$ cat src/rtl/kwdog_pkg.sv
package kwdog_pkg;
    localparam int BUS_AW       = 4;
    localparam int DATA_W       = 32;
    localparam int KEY_W        = 16;
    localparam int RLD_W        = 12;
    localparam int PSC_W        = 3;
    localparam int DIV_LOG_MIN  = 2;
    localparam int PSC_CODE_CAP = 6;
    localparam int PCNT_W       = DIV_LOG_MIN + PSC_CODE_CAP;

    localparam logic [KEY_W-1:0] KEY_OPEN  = 16'h5555;
    localparam logic [KEY_W-1:0] KEY_START = 16'hCCCC;
    localparam logic [KEY_W-1:0] KEY_FEED  = 16'hAAAA;

    typedef enum logic [1:0] {
        REG_KEY = 2'd0,
        REG_PSC = 2'd1,
        REG_RLD = 2'd2,
        REG_STS = 2'd3
    } reg_idx_e;

    // Last value of the divider phase counter for a given code.
    function automatic logic [PCNT_W-1:0] div_last(input logic [PSC_W-1:0] code);
        int lg;
        lg = DIV_LOG_MIN + ((int'(code) > PSC_CODE_CAP) ? PSC_CODE_CAP : int'(code));
        return PCNT_W'((1 << lg) - 1);
    endfunction
endpackage

$ cat src/rtl/kwdog_shadow.sv
module kwdog_shadow #(
    parameter int          W         = 12,
    parameter int          UPD_TICKS = 3,
    parameter logic [W-1:0] RST_VAL  = '0
) (
    input  logic         clk,
    input  logic         rst_n,
    input  logic         tick,
    input  logic         load,
    input  logic [W-1:0] val,
    output logic         pend,
    output logic [W-1:0] eff
);
    localparam int CD_W = $clog2(UPD_TICKS + 1);

    typedef struct packed {
        logic            pend;
        logic [CD_W-1:0] cd;
        logic [W-1:0]    eff;
    } sh_st_t;

    sh_st_t sh_d, sh_q;

    always_comb begin
        sh_d = sh_q;
        if (load) begin
            sh_d.pend = 1'b1;
            sh_d.cd   = CD_W'(UPD_TICKS);
        end else if (sh_q.pend && tick) begin
            if (sh_q.cd == CD_W'(1)) begin
                sh_d.pend = 1'b0;
                sh_d.eff  = val;
            end else begin
                sh_d.cd = sh_q.cd - CD_W'(1);
            end
        end
    end

    always_ff @(posedge clk or negedge rst_n) begin
        if (!rst_n) begin
            sh_q.pend <= 1'b0;
            sh_q.cd   <= '0;
            sh_q.eff  <= RST_VAL;
        end else begin
            sh_q <= sh_d;
        end
    end

    assign pend = sh_q.pend;
    assign eff  = sh_q.eff;
endmodule

$ cat src/rtl/kwdog_cfg.sv
module kwdog_cfg
    import kwdog_pkg::*;
#(
    parameter int UPD_TICKS = 3
) (
    input  logic              clk,
    input  logic              rst_n,
    input  logic              tick,
    input  logic              bus_wr,
    input  logic [BUS_AW-1:0] bus_addr,
    input  logic [DATA_W-1:0] bus_wdata,
    output logic [DATA_W-1:0] bus_rdata,
    output logic              unl,
    output logic              key_start,
    output logic              key_feed,
    output logic [PSC_W-1:0]  psc_reg,
    output logic [PSC_W-1:0]  psc_eff,
    output logic [RLD_W-1:0]  rld_eff,
    output logic              pvu,
    output logic              rvu
);
    typedef struct packed {
        logic             unl;
        logic [PSC_W-1:0] psc;
        logic [RLD_W-1:0] rld;
    } cfg_st_t;

    cfg_st_t  cf_d, cf_q;
    reg_idx_e sel;
    logic [KEY_W-1:0] key;
    logic wr_key, wr_psc, wr_rld;
    logic unused_hi;

    assign sel       = reg_idx_e'(bus_addr[3:2]);
    assign key       = bus_wdata[KEY_W-1:0];
    assign unused_hi = &{1'b0, bus_wdata[DATA_W-1:KEY_W], bus_addr[1:0]};

    always_comb begin
        cf_d      = cf_q;
        wr_key    = bus_wr && (sel == REG_KEY);
        wr_psc    = bus_wr && (sel == REG_PSC) && cf_q.unl;
        wr_rld    = bus_wr && (sel == REG_RLD) && cf_q.unl;
        key_start = wr_key && (key == KEY_START);
        key_feed  = wr_key && (key == KEY_FEED);
        if (wr_key) begin
            cf_d.unl = (key == KEY_OPEN);
        end
        if (wr_psc) begin
            cf_d.psc = bus_wdata[PSC_W-1:0];
        end
        if (wr_rld) begin
            cf_d.rld = bus_wdata[RLD_W-1:0];
        end
    end

    always_ff @(posedge clk or negedge rst_n) begin
        if (!rst_n) begin
            cf_q.unl <= 1'b0;
            cf_q.psc <= '0;
            cf_q.rld <= '1;
        end else begin
            cf_q <= cf_d;
        end
    end

    kwdog_shadow #(.W(PSC_W), .UPD_TICKS(UPD_TICKS), .RST_VAL('0)) u_psc_sh (
        .clk (clk),
        .rst_n(rst_n),
        .tick(tick),
        .load(wr_psc),
        .val (cf_q.psc),
        .pend(pvu),
        .eff (psc_eff)
    );

    kwdog_shadow #(.W(RLD_W), .UPD_TICKS(UPD_TICKS), .RST_VAL('1)) u_rld_sh (
        .clk (clk),
        .rst_n(rst_n),
        .tick(tick),
        .load(wr_rld),
        .val (cf_q.rld),
        .pend(rvu),
        .eff (rld_eff)
    );

    always_comb begin
        case (sel)
            REG_PSC: bus_rdata = DATA_W'(cf_q.psc);
            REG_RLD: bus_rdata = DATA_W'(cf_q.rld);
            REG_STS: bus_rdata = DATA_W'({rvu, pvu});
            default: bus_rdata = '0;
        endcase
    end

    assign unl     = cf_q.unl;
    assign psc_reg = cf_q.psc;
endmodule

$ cat src/rtl/kwdog_presc.sv
module kwdog_presc
    import kwdog_pkg::*;
(
    input  logic             clk,
    input  logic             rst_n,
    input  logic             run,
    input  logic             clear,
    input  logic             tick,
    input  logic [PSC_W-1:0] code,
    output logic             ptick
);
    typedef struct packed {
        logic [PCNT_W-1:0] cnt;
    } ps_st_t;

    ps_st_t ps_d, ps_q;

    always_comb begin
        ps_d  = ps_q;
        ptick = 1'b0;
        if (clear) begin
            ps_d.cnt = '0;
        end else if (run && tick) begin
            if (ps_q.cnt >= div_last(code)) begin
                ps_d.cnt = '0;
                ptick    = 1'b1;
            end else begin
                ps_d.cnt = ps_q.cnt + PCNT_W'(1);
            end
        end
    end

    always_ff @(posedge clk or negedge rst_n) begin
        if (!rst_n) begin
            ps_q.cnt <= '0;
        end else begin
            ps_q <= ps_d;
        end
    end
endmodule

$ cat src/rtl/kwdog_count.sv
module kwdog_count
    import kwdog_pkg::*;
(
    input  logic             clk,
    input  logic             rst_n,
    input  logic             start,
    input  logic             feed,
    input  logic             ptick,
    input  logic [RLD_W-1:0] reload,
    output logic             run,
    output logic             req
);
    typedef struct packed {
        logic             run;
        logic [RLD_W-1:0] cnt;
        logic             req;
    } ct_st_t;

    ct_st_t ct_d, ct_q;

    always_comb begin
        ct_d     = ct_q;
        ct_d.req = 1'b0;
        if (start || feed) begin
            ct_d.cnt = reload;
            if (start) begin
                ct_d.run = 1'b1;
            end
        end else if (ptick && ct_q.run) begin
            if (ct_q.cnt == '0) begin
                ct_d.req = 1'b1;
                ct_d.cnt = reload;
            end else begin
                ct_d.cnt = ct_q.cnt - RLD_W'(1);
            end
        end
    end

    always_ff @(posedge clk or negedge rst_n) begin
        if (!rst_n) begin
            ct_q.run <= 1'b0;
            ct_q.cnt <= '1;
            ct_q.req <= 1'b0;
        end else begin
            ct_q <= ct_d;
        end
    end

    assign run = ct_q.run;
    assign req = ct_q.req;
endmodule

$ cat src/rtl/kwdog_top.sv
module kwdog_top
    import kwdog_pkg::*;
#(
    parameter int UPD_TICKS = 3
) (
    input  logic              clk,
    input  logic              rst_n,
    input  logic              tick,
    input  logic              bus_wr,
    input  logic [BUS_AW-1:0] bus_addr,
    input  logic [DATA_W-1:0] bus_wdata,
    output logic [DATA_W-1:0] bus_rdata,
    output logic              rst_req
);
    logic             cfg_unl;
    logic             key_start;
    logic             key_feed;
    logic [PSC_W-1:0] psc_reg;
    logic [PSC_W-1:0] psc_eff;
    logic [RLD_W-1:0] rld_eff;
    logic             upd_psc;
    logic             upd_rld;
    logic             cnt_run;
    logic             pre_tick;

    kwdog_cfg #(.UPD_TICKS(UPD_TICKS)) u_cfg (
        .clk      (clk),
        .rst_n    (rst_n),
        .tick     (tick),
        .bus_wr   (bus_wr),
        .bus_addr (bus_addr),
        .bus_wdata(bus_wdata),
        .bus_rdata(bus_rdata),
        .unl      (cfg_unl),
        .key_start(key_start),
        .key_feed (key_feed),
        .psc_reg  (psc_reg),
        .psc_eff  (psc_eff),
        .rld_eff  (rld_eff),
        .pvu      (upd_psc),
        .rvu      (upd_rld)
    );

    kwdog_presc u_presc (
        .clk  (clk),
        .rst_n(rst_n),
        .run  (cnt_run),
        .clear(key_start && !cnt_run),
        .tick (tick),
        .code (psc_eff),
        .ptick(pre_tick)
    );

    kwdog_count u_count (
        .clk   (clk),
        .rst_n (rst_n),
        .start (key_start),
        .feed  (key_feed),
        .ptick (pre_tick),
        .reload(rld_eff),
        .run   (cnt_run),
        .req   (rst_req)
    );
endmodule

$ cat config.mk
export PLATFORM = sky130hd
export DESIGN_NAME = kwdog_top
export DESIGN_NICKNAME = d
export VERILOG_FILES = /design/src/rtl/kwdog_pkg.sv /design/src/rtl/kwdog_shadow.sv /design/src/rtl/kwdog_cfg.sv /design/src/rtl/kwdog_presc.sv /design/src/rtl/kwdog_count.sv /design/src/rtl/kwdog_top.sv
export SDC_FILE = /design/constraint.sdc
export NUM_CORES = 1
export LEC_CHECK = 0
export BUFFER_PORTS_ARGS = -buffer_cell sky130_fd_sc_hd__buf_4
export CAP_MARGIN = 25
export CORE_ASPECT_RATIO = 0.7
export CORE_UTILIZATION = 55
export DETAILED_ROUTE_END_ITERATION = 6
export PLACE_DENSITY = 0.88
export SYNTH_ARGS = -nofsm -noshare
export SYNTH_HDL_FRONTEND = slang
export SYNTH_SLANG_ARGS = --single-unit
$ cat constraint.sdc
create_clock -name clk -period 3.65 [get_ports clk]
set_input_delay 0.365 -clock clk [delete_from_list [all_inputs] [get_ports clk]]
set_output_delay 0.365 -clock clk [all_outputs]
set_load 0.005 [all_outputs]
==> results of run 1 <==
kinds of logic (layout without fill, tap and decap cells):
logic type	count (synthesis)	in the layout	synth area share [%]
AO/OA/AOI/OAI	70	70	13.4
adder cells (fa/ha/maj)	16	16	5.66
buffers and inverters	38	59	6.72
AND/OR/NAND/NOR	110	110	18.9
multiplexers	32	32	11.0
flip-flops	59	59	43.0
other	1	20	0.106
XOR/XNOR	5	5	1.24
cells in the mapped netlist, types with 2 or more instances:
cell type / n / area share, %
a211oi_1: 2 / 0.42
a21o_1: 5 / 1.1
a21oi_1: 16 / 2.3
a21oi_2: 3 / 0.74
a22o_1: 5 / 1.2
a31oi_1: 7 / 1.2
and2_1: 10 / 1.8
and3_1: 5 / 0.88
and4_1: 3 / 0.74
and4bb_2: 2 / 0.71
buf_2: 4 / 0.57
buf_4: 20 / 4.2
buf_6: 2 / 0.64
clkbuf_1: 2 / 0.21
dfrtp_1: 23 / 16
dfstp_2: 36 / 27
ha_1: 16 / 5.7
inv_1: 10 / 1.1
mux2_2: 23 / 7.3
mux2_4: 8 / 3.4
nand2_1: 29 / 3.1
nand3_1: 10 / 1.4
nand3b_1: 2 / 0.42
nor2_1: 14 / 1.5
nor3_1: 5 / 0.71
nor4_1: 3 / 0.53
nor4bb_1: 6 / 1.7
o21ai_0: 10 / 1.4
o21ai_1: 5 / 0.71
o22a_1: 6 / 1.5
or3_1: 3 / 0.53
or4_1: 2 / 0.42
xnor2_1: 2 / 0.49
xor2_1: 3 / 0.74
worst max-delay path, stage by stage, from the launching register on:
cell       delay (ps)
dfrtp_1           390
inv_1             130
ha_1              340
nor3b_1           250
xnor2_1           150
nor2_1             70
ha_1              300
nand2_1            80
o21ai_1           110
o21ai_1           740
nor2_1            160
nor2_2            340
a2bb2oi_1         200
layout make-up:
| cell class | instances | area share, % |
|---|---|---|
| multi-input combinational | 253 | 46.6 |
| sequential | 59 | 38.3 |
| clock buffer | 12 | 3.65 |
| timing repair buffer | 34 | 6.42 |
| inverter | 10 | 0.945 |
| tap | 78 | 2.46 |
| clock inverter | 3 | 1.64 |
how the worst min path moves through the flow:
stage	from	to	slack (ps)	cells past startpoint
2_1_floorplan	rst_n	u_cfg.psc_reg[0]	70	0
3_3_place_gp	rst_n	u_cfg.u_psc_sh.sh_q[4]	460	1
3_5_place_dp	rst_n	u_cfg.u_psc_sh.pend	470	1
4_1_cts	rst_n	u_cfg.u_psc_sh.sh_q[4]	90	1
5_1_grt	rst_n	u_cfg.u_psc_sh.pend	120	1
6_report	rst_n	u_cfg.u_psc_sh.pend	60	1
per-layer routing:
layer,routed length (um),global-route usage (%)
met1,3440,32.0
met2,3530,36.6
met3,504,7.91
met4,83,7.41
met5,0,0
stage by stage:
step                hold WS (ps)  cell area [um2]  util, %
finish                      55.9             3970     63.9
global route                 121             3970     63.9
CTS                         91.0             3970     63.9
detailed placement           470             3760     60.5
global placement             460             3760     60.5
floorplan                   69.4             3610        -
power by group through the flow:
stage               registers, mW  logic (mW)  clock network (mW)
finish                      0.656      0.0519               0.656
global route                0.656      0.0588               0.682
CTS                         0.656      0.0526               0.656
detailed placement          0.667      0.0527                   0
global placement            0.667      0.0511                   0
floorplan                   0.667      0.0291                   0
==> flow_metrics.tcl, run 1 <==
set metrics [dict create \
    h-tree-depth 3 \
    switching_share_pct 21.2 \
    clk_pin_slew_ps 70 \
    rr_worst_depth 12 \
    maxCapViolCount 0 \
    crit_end "u_count.ct_q[12]" \
    peakVddDrop_mv 0.303 \
    hpwl_mm 5.31 \
    setup_tns_ps 0 \
    cts_buffer_depth 2 \
    grt_antenna_before_repair 0 \
    io_buffers 34 \
    startpoint "u_cfg.u_psc_sh.eff[1]" \
    synth_area_um2 3540 \
    grt_pass1_wl_mm 12.5 \
    grt_max_degree 60 \
    multi_input_comb_area_um2 1850 \
    coreArea_um2 6220 \
    power.leakage_nw 1.89 \
    timing_worst_setup_path_type "reg -> reg" \
    cp-start-kind "flop" \
    clkPwrFrac_pct 48.1 \
    fin_crit_sh_pct 91.6 \
    final_common_cell "dfstp_2" \
    status "complete, but fails checks" \
    cts_tree "built" \
    setup_viol 0 \
    dr.pass1.iters 7 \
    gp_routability_congestion 0.899 \
    dieArea_um2 6770 \
    intPower_mw 1.08 \
    pwr-share-comb_pct 3.8 \
    post-place-ws_ps 446 \
    reg_top3 "u_cfg.cf_q x12, u_cfg.u_rld_sh.eff x12, u_count.ct_q x12" \
    synth-seq-area-share_pct 43.0 \
    finalNonFillerCells 449 \
    final_cell_mix "36 x dfstp_2, 34 x buf_4, 29 x nand2_1" \
    ys_types 63 \
    seqPwrFrac_pct 48.1 \
    insertion_delay_ps 350 \
    synth-seq-cells 59 \
    drc 3 \
    num_io_pins 73 \
    cts_resized 0 \
    ant_nets 0 \
    rsz0062_at_grt "false" \
    drv_slew 0 \
    setup_slack_ps 308 \
    fin_crit_ps 3340 \
    row_count 24 \
    grt_pass1_vias 2516 \
    initial_core_util_pct 56.9 \
    avgSynthCellArea_um2 10.7 \
    wl_mm 7.56 \
    r2r_slack_ps 310 \
    rr_endpoint "u_count.ct_q[12]" \
    max_slew_margin_pct 38.0 \
    die_x_um 97.9 \
    layout.nets 423 \
    fmax_mhz 299 \
    synthToLayoutAreaGrowth_pct 12.3 \
    clkSinkCount 59 \
    violations "DRC" \
    ys_async_sr_fraction_pct 100 \
    cts_made_buffers 9 \
    yosysWarningCount 0 \
    die_h_um 69.1 \
    vias 2668 \
    synth_ff_type "dfstp_2" \
    hold_buffers 0 \
    antenna_cells 0 \
    synth_cells 331 \
    p_per_area_nw_per_um2 343 \
    routedWlPerCell_um 16.8 \
    r2r-start "u_cfg.u_psc_sh.eff[1]" \
    nFillCells 469 \
    clock_skew_ps 11.5 \
    worstPathMaxFanout 13 \
    setup.worst_path.end_class "flop" \
    placed_cells 434 \
    drive_above_1_share_pct 35.3 \
    seqCellArea_um2 1520 \
    p_switching_mw 0.289 \
    drt-initial-drc-count 189 \
    postCtsSetupRepairBufs 0 \
    vias_per_cell 5.94 \
    cts-root-buf "clkbuf_8" \
    grtUsageTotal_pct 23.8 \
    hold_viol_final 0 \
    overflow 0 \
    synth_edf_count 0 \
    cp_data_required_time_ps 3930 \
    cp.arrival_ps 3620 \
    power.total_mw 1.36 \
    hold_path_class "in -> async" \
    worst_slew_pin_slew_ps 924 \
]
(Power assumes the default switching activity.)
==> inputs of run 2 (changes only) <==
--- a/config.mk
+++ b/config.mk
@@ -11,6 +11,7 @@
 export CORE_UTILIZATION = 55
 export DETAILED_ROUTE_END_ITERATION = 6
 export PLACE_DENSITY = 0.88
+export RECOVER_POWER = 25
 export SYNTH_ARGS = -nofsm -noshare
 export SYNTH_HDL_FRONTEND = slang
 export SYNTH_SLANG_ARGS = --single-unit
==> run 2 against run 1 <==
Effect of this change: the run ends with DRC, capacitance limit, slew limit left; global-route usage unchanged; total power decreased by 0.22%; via count about the same; combinational power about the same; final area about the same; clock skew decreased by 0.98 ps; worst setup slack about the same.
==> flow_metrics.tcl, run 2 (same netlist as run 1, synthesis figures left out) <==
set metrics [dict create \
    status "complete, but fails checks" \
    violations "DRC, capacitance limit, slew limit" \
    clk_pin_slew_ps 70 \
    clock_skew_ps 10.5 \
    setup.worst_path.end_class "flop" \
    nFillCells 471 \
    worst_slew_pin_slew_ps 3060 \
    gp_routability_congestion 0.899 \
    cp.arrival_ps 3610 \
    rr_worst_depth 12 \
    postCtsSetupRepairBufs 0 \
    hold_viol_final 0 \
    cts_tree "built" \
    io_buffers 34 \
    antenna_cells 0 \
    vias 2669 \
    peakVddDrop_mv 0.301 \
    max_slew_margin_pct -104 \
    h-tree-depth 3 \
    power.leakage_nw 1.89 \
    initial_core_util_pct 56.9 \
    r2r-start "u_cfg.u_psc_sh.eff[1]" \
    placed_cells 434 \
    wl_mm 7.57 \
    fin_crit_ps 3340 \
    power.total_mw 1.36 \
    cts-root-buf "clkbuf_8" \
    met2_length_mm 3.52 \
    grt_pass1_wl_mm 12.5 \
    cts_resized 0 \
    fmax_mhz 299 \
    dr.pass1.iters 7 \
    post-place-ws_ps 446 \
    die_x_um 97.9 \
    synthToLayoutAreaGrowth_pct 12.2 \
    met3_length_um 480 \
    met1_length_mm 3.46 \
    hold_buffers 0 \
    drt-initial-drc-count 190 \
    drive_above_1_share_pct 35.0 \
    grtUsageTotal_pct 23.8 \
    num_io_pins 73 \
    fin_crit_sh_pct 91.6 \
    maxCapViolCount 1 \
    ant_nets 0 \
    rsz0062_at_grt "false" \
    cp-start-kind "flop" \
    layout.nets 423 \
    clkSinkCount 59 \
    setup_tns_ps 0 \
    grt_pass1_vias 2516 \
    timing_worst_setup_path_type "reg -> reg" \
    p_per_area_nw_per_um2 343 \
    worstPathMaxFanout 13 \
    drv_slew 60 \
    grt_max_degree 60 \
    worstHoldEndpoint "u_cfg.cf_q[11]" \
    routedWlPerCell_um 16.9 \
    whs_path_depth 2 \
    cp_data_required_time_ps 3920 \
    overflow 0 \
    cts_buffer_depth 2 \
    drc 3 \
    row_count 24 \
    dieArea_um2 6770 \
    coreArea_um2 6220 \
    die_h_um 69.1 \
    insertion_delay_ps 350 \
    rr_endpoint "u_count.ct_q[12]" \
    hold_path_class "in -> reg" \
    final_cell_mix "36 x dfstp_2, 33 x buf_4, 29 x nand2_1" \
    final_common_cell "dfstp_2" \
    grt_antenna_before_repair 0 \
    top_layer "met4" \
    setup_viol 0 \
    r2r_slack_ps 310 \
    cts_made_buffers 9 \
    finalNonFillerCells 449 \
    vias_per_cell 5.94 \
    reg_top3 "u_cfg.cf_q x12, u_cfg.u_rld_sh.eff x12, u_count.ct_q x12" \
    min_from "bus_wdata[11]" \
    final_util_pct 63.9 \
    hpwl_mm 5.31 \
    setup_slack_ps 308 \
]
## run 2: cell count changes in the layout (fill, tap and decap cells not counted)
| cell | before | now |
|---|---|---|
| buf_4 | 34 | 33 |
| clkbuf_1 | 2 | 3 |
## run 2: cell type report
type / count / area, um2 / area share, %
Sequential cell: 59 / 1520 / 38.3
Clock inverter: 3 / 65.1 / 1.64
Tap cell: 78 / 97.6 / 2.46
Multi-Input combinational cell: 253 / 1850 / 46.6
Clock buffer: 12 / 145 / 3.66
Timing Repair Buffer: 34 / 251 / 6.33
Inverter: 10 / 37.5 / 0.945
## run 2: worst max-delay path, stage by stage (launching register included)
cell and delay, ps:
dfrtp_1 390, inv_1 130, ha_1 340, nor3b_1 250
xnor2_1 150, nor2_1 70, ha_1 300, nand2_1 80
o21ai_1 110, o21ai_1 730, nor2_1 160, nor2_2 340
a2bb2oi_1 200
## run 2: layer usage
layer / global-route usage (%) / up-vias
met2: 36.6 / 100
met4: 7.41 / 0
met1: 32.0 / 1311
met3: 7.91 / 15
li1: - / 1243
met5: 0 / -
## run 2: stage by stage
stage,hold slack (ps),cell area [um2]
2_1_floorplan,69.4,3610
6_report,263,3970
4_1_cts,91.0,3970
3_5_place_dp,470,3760
3_3_place_gp,460,3760
5_1_grt,258,3970
## run 2: how the worst max path moves through the flow
stage / startpoint / to / depth (start not counted)
after detailed placement: u_cfg.u_psc_sh.eff[1] / u_count.ct_q[3] / 12
after global routing: u_cfg.u_psc_sh.eff[2] / u_count.ct_q[11] / 12
final: u_cfg.u_psc_sh.eff[1] / u_count.ct_q[12] / 12
after global placement: u_cfg.u_psc_sh.eff[1] / u_count.ct_q[3] / 11
after CTS: u_cfg.u_psc_sh.eff[2] / u_count.ct_q[12] / 12
after floorplan: u_cfg.u_psc_sh.eff[1] / u_count.ct_q[5] / 12
## run 2: power breakdown
part           switching, mW  internal [mW]
registers           0.000147          0.656
clock network          0.255          0.399
logic                 0.0319         0.0197
total                  0.287           1.07
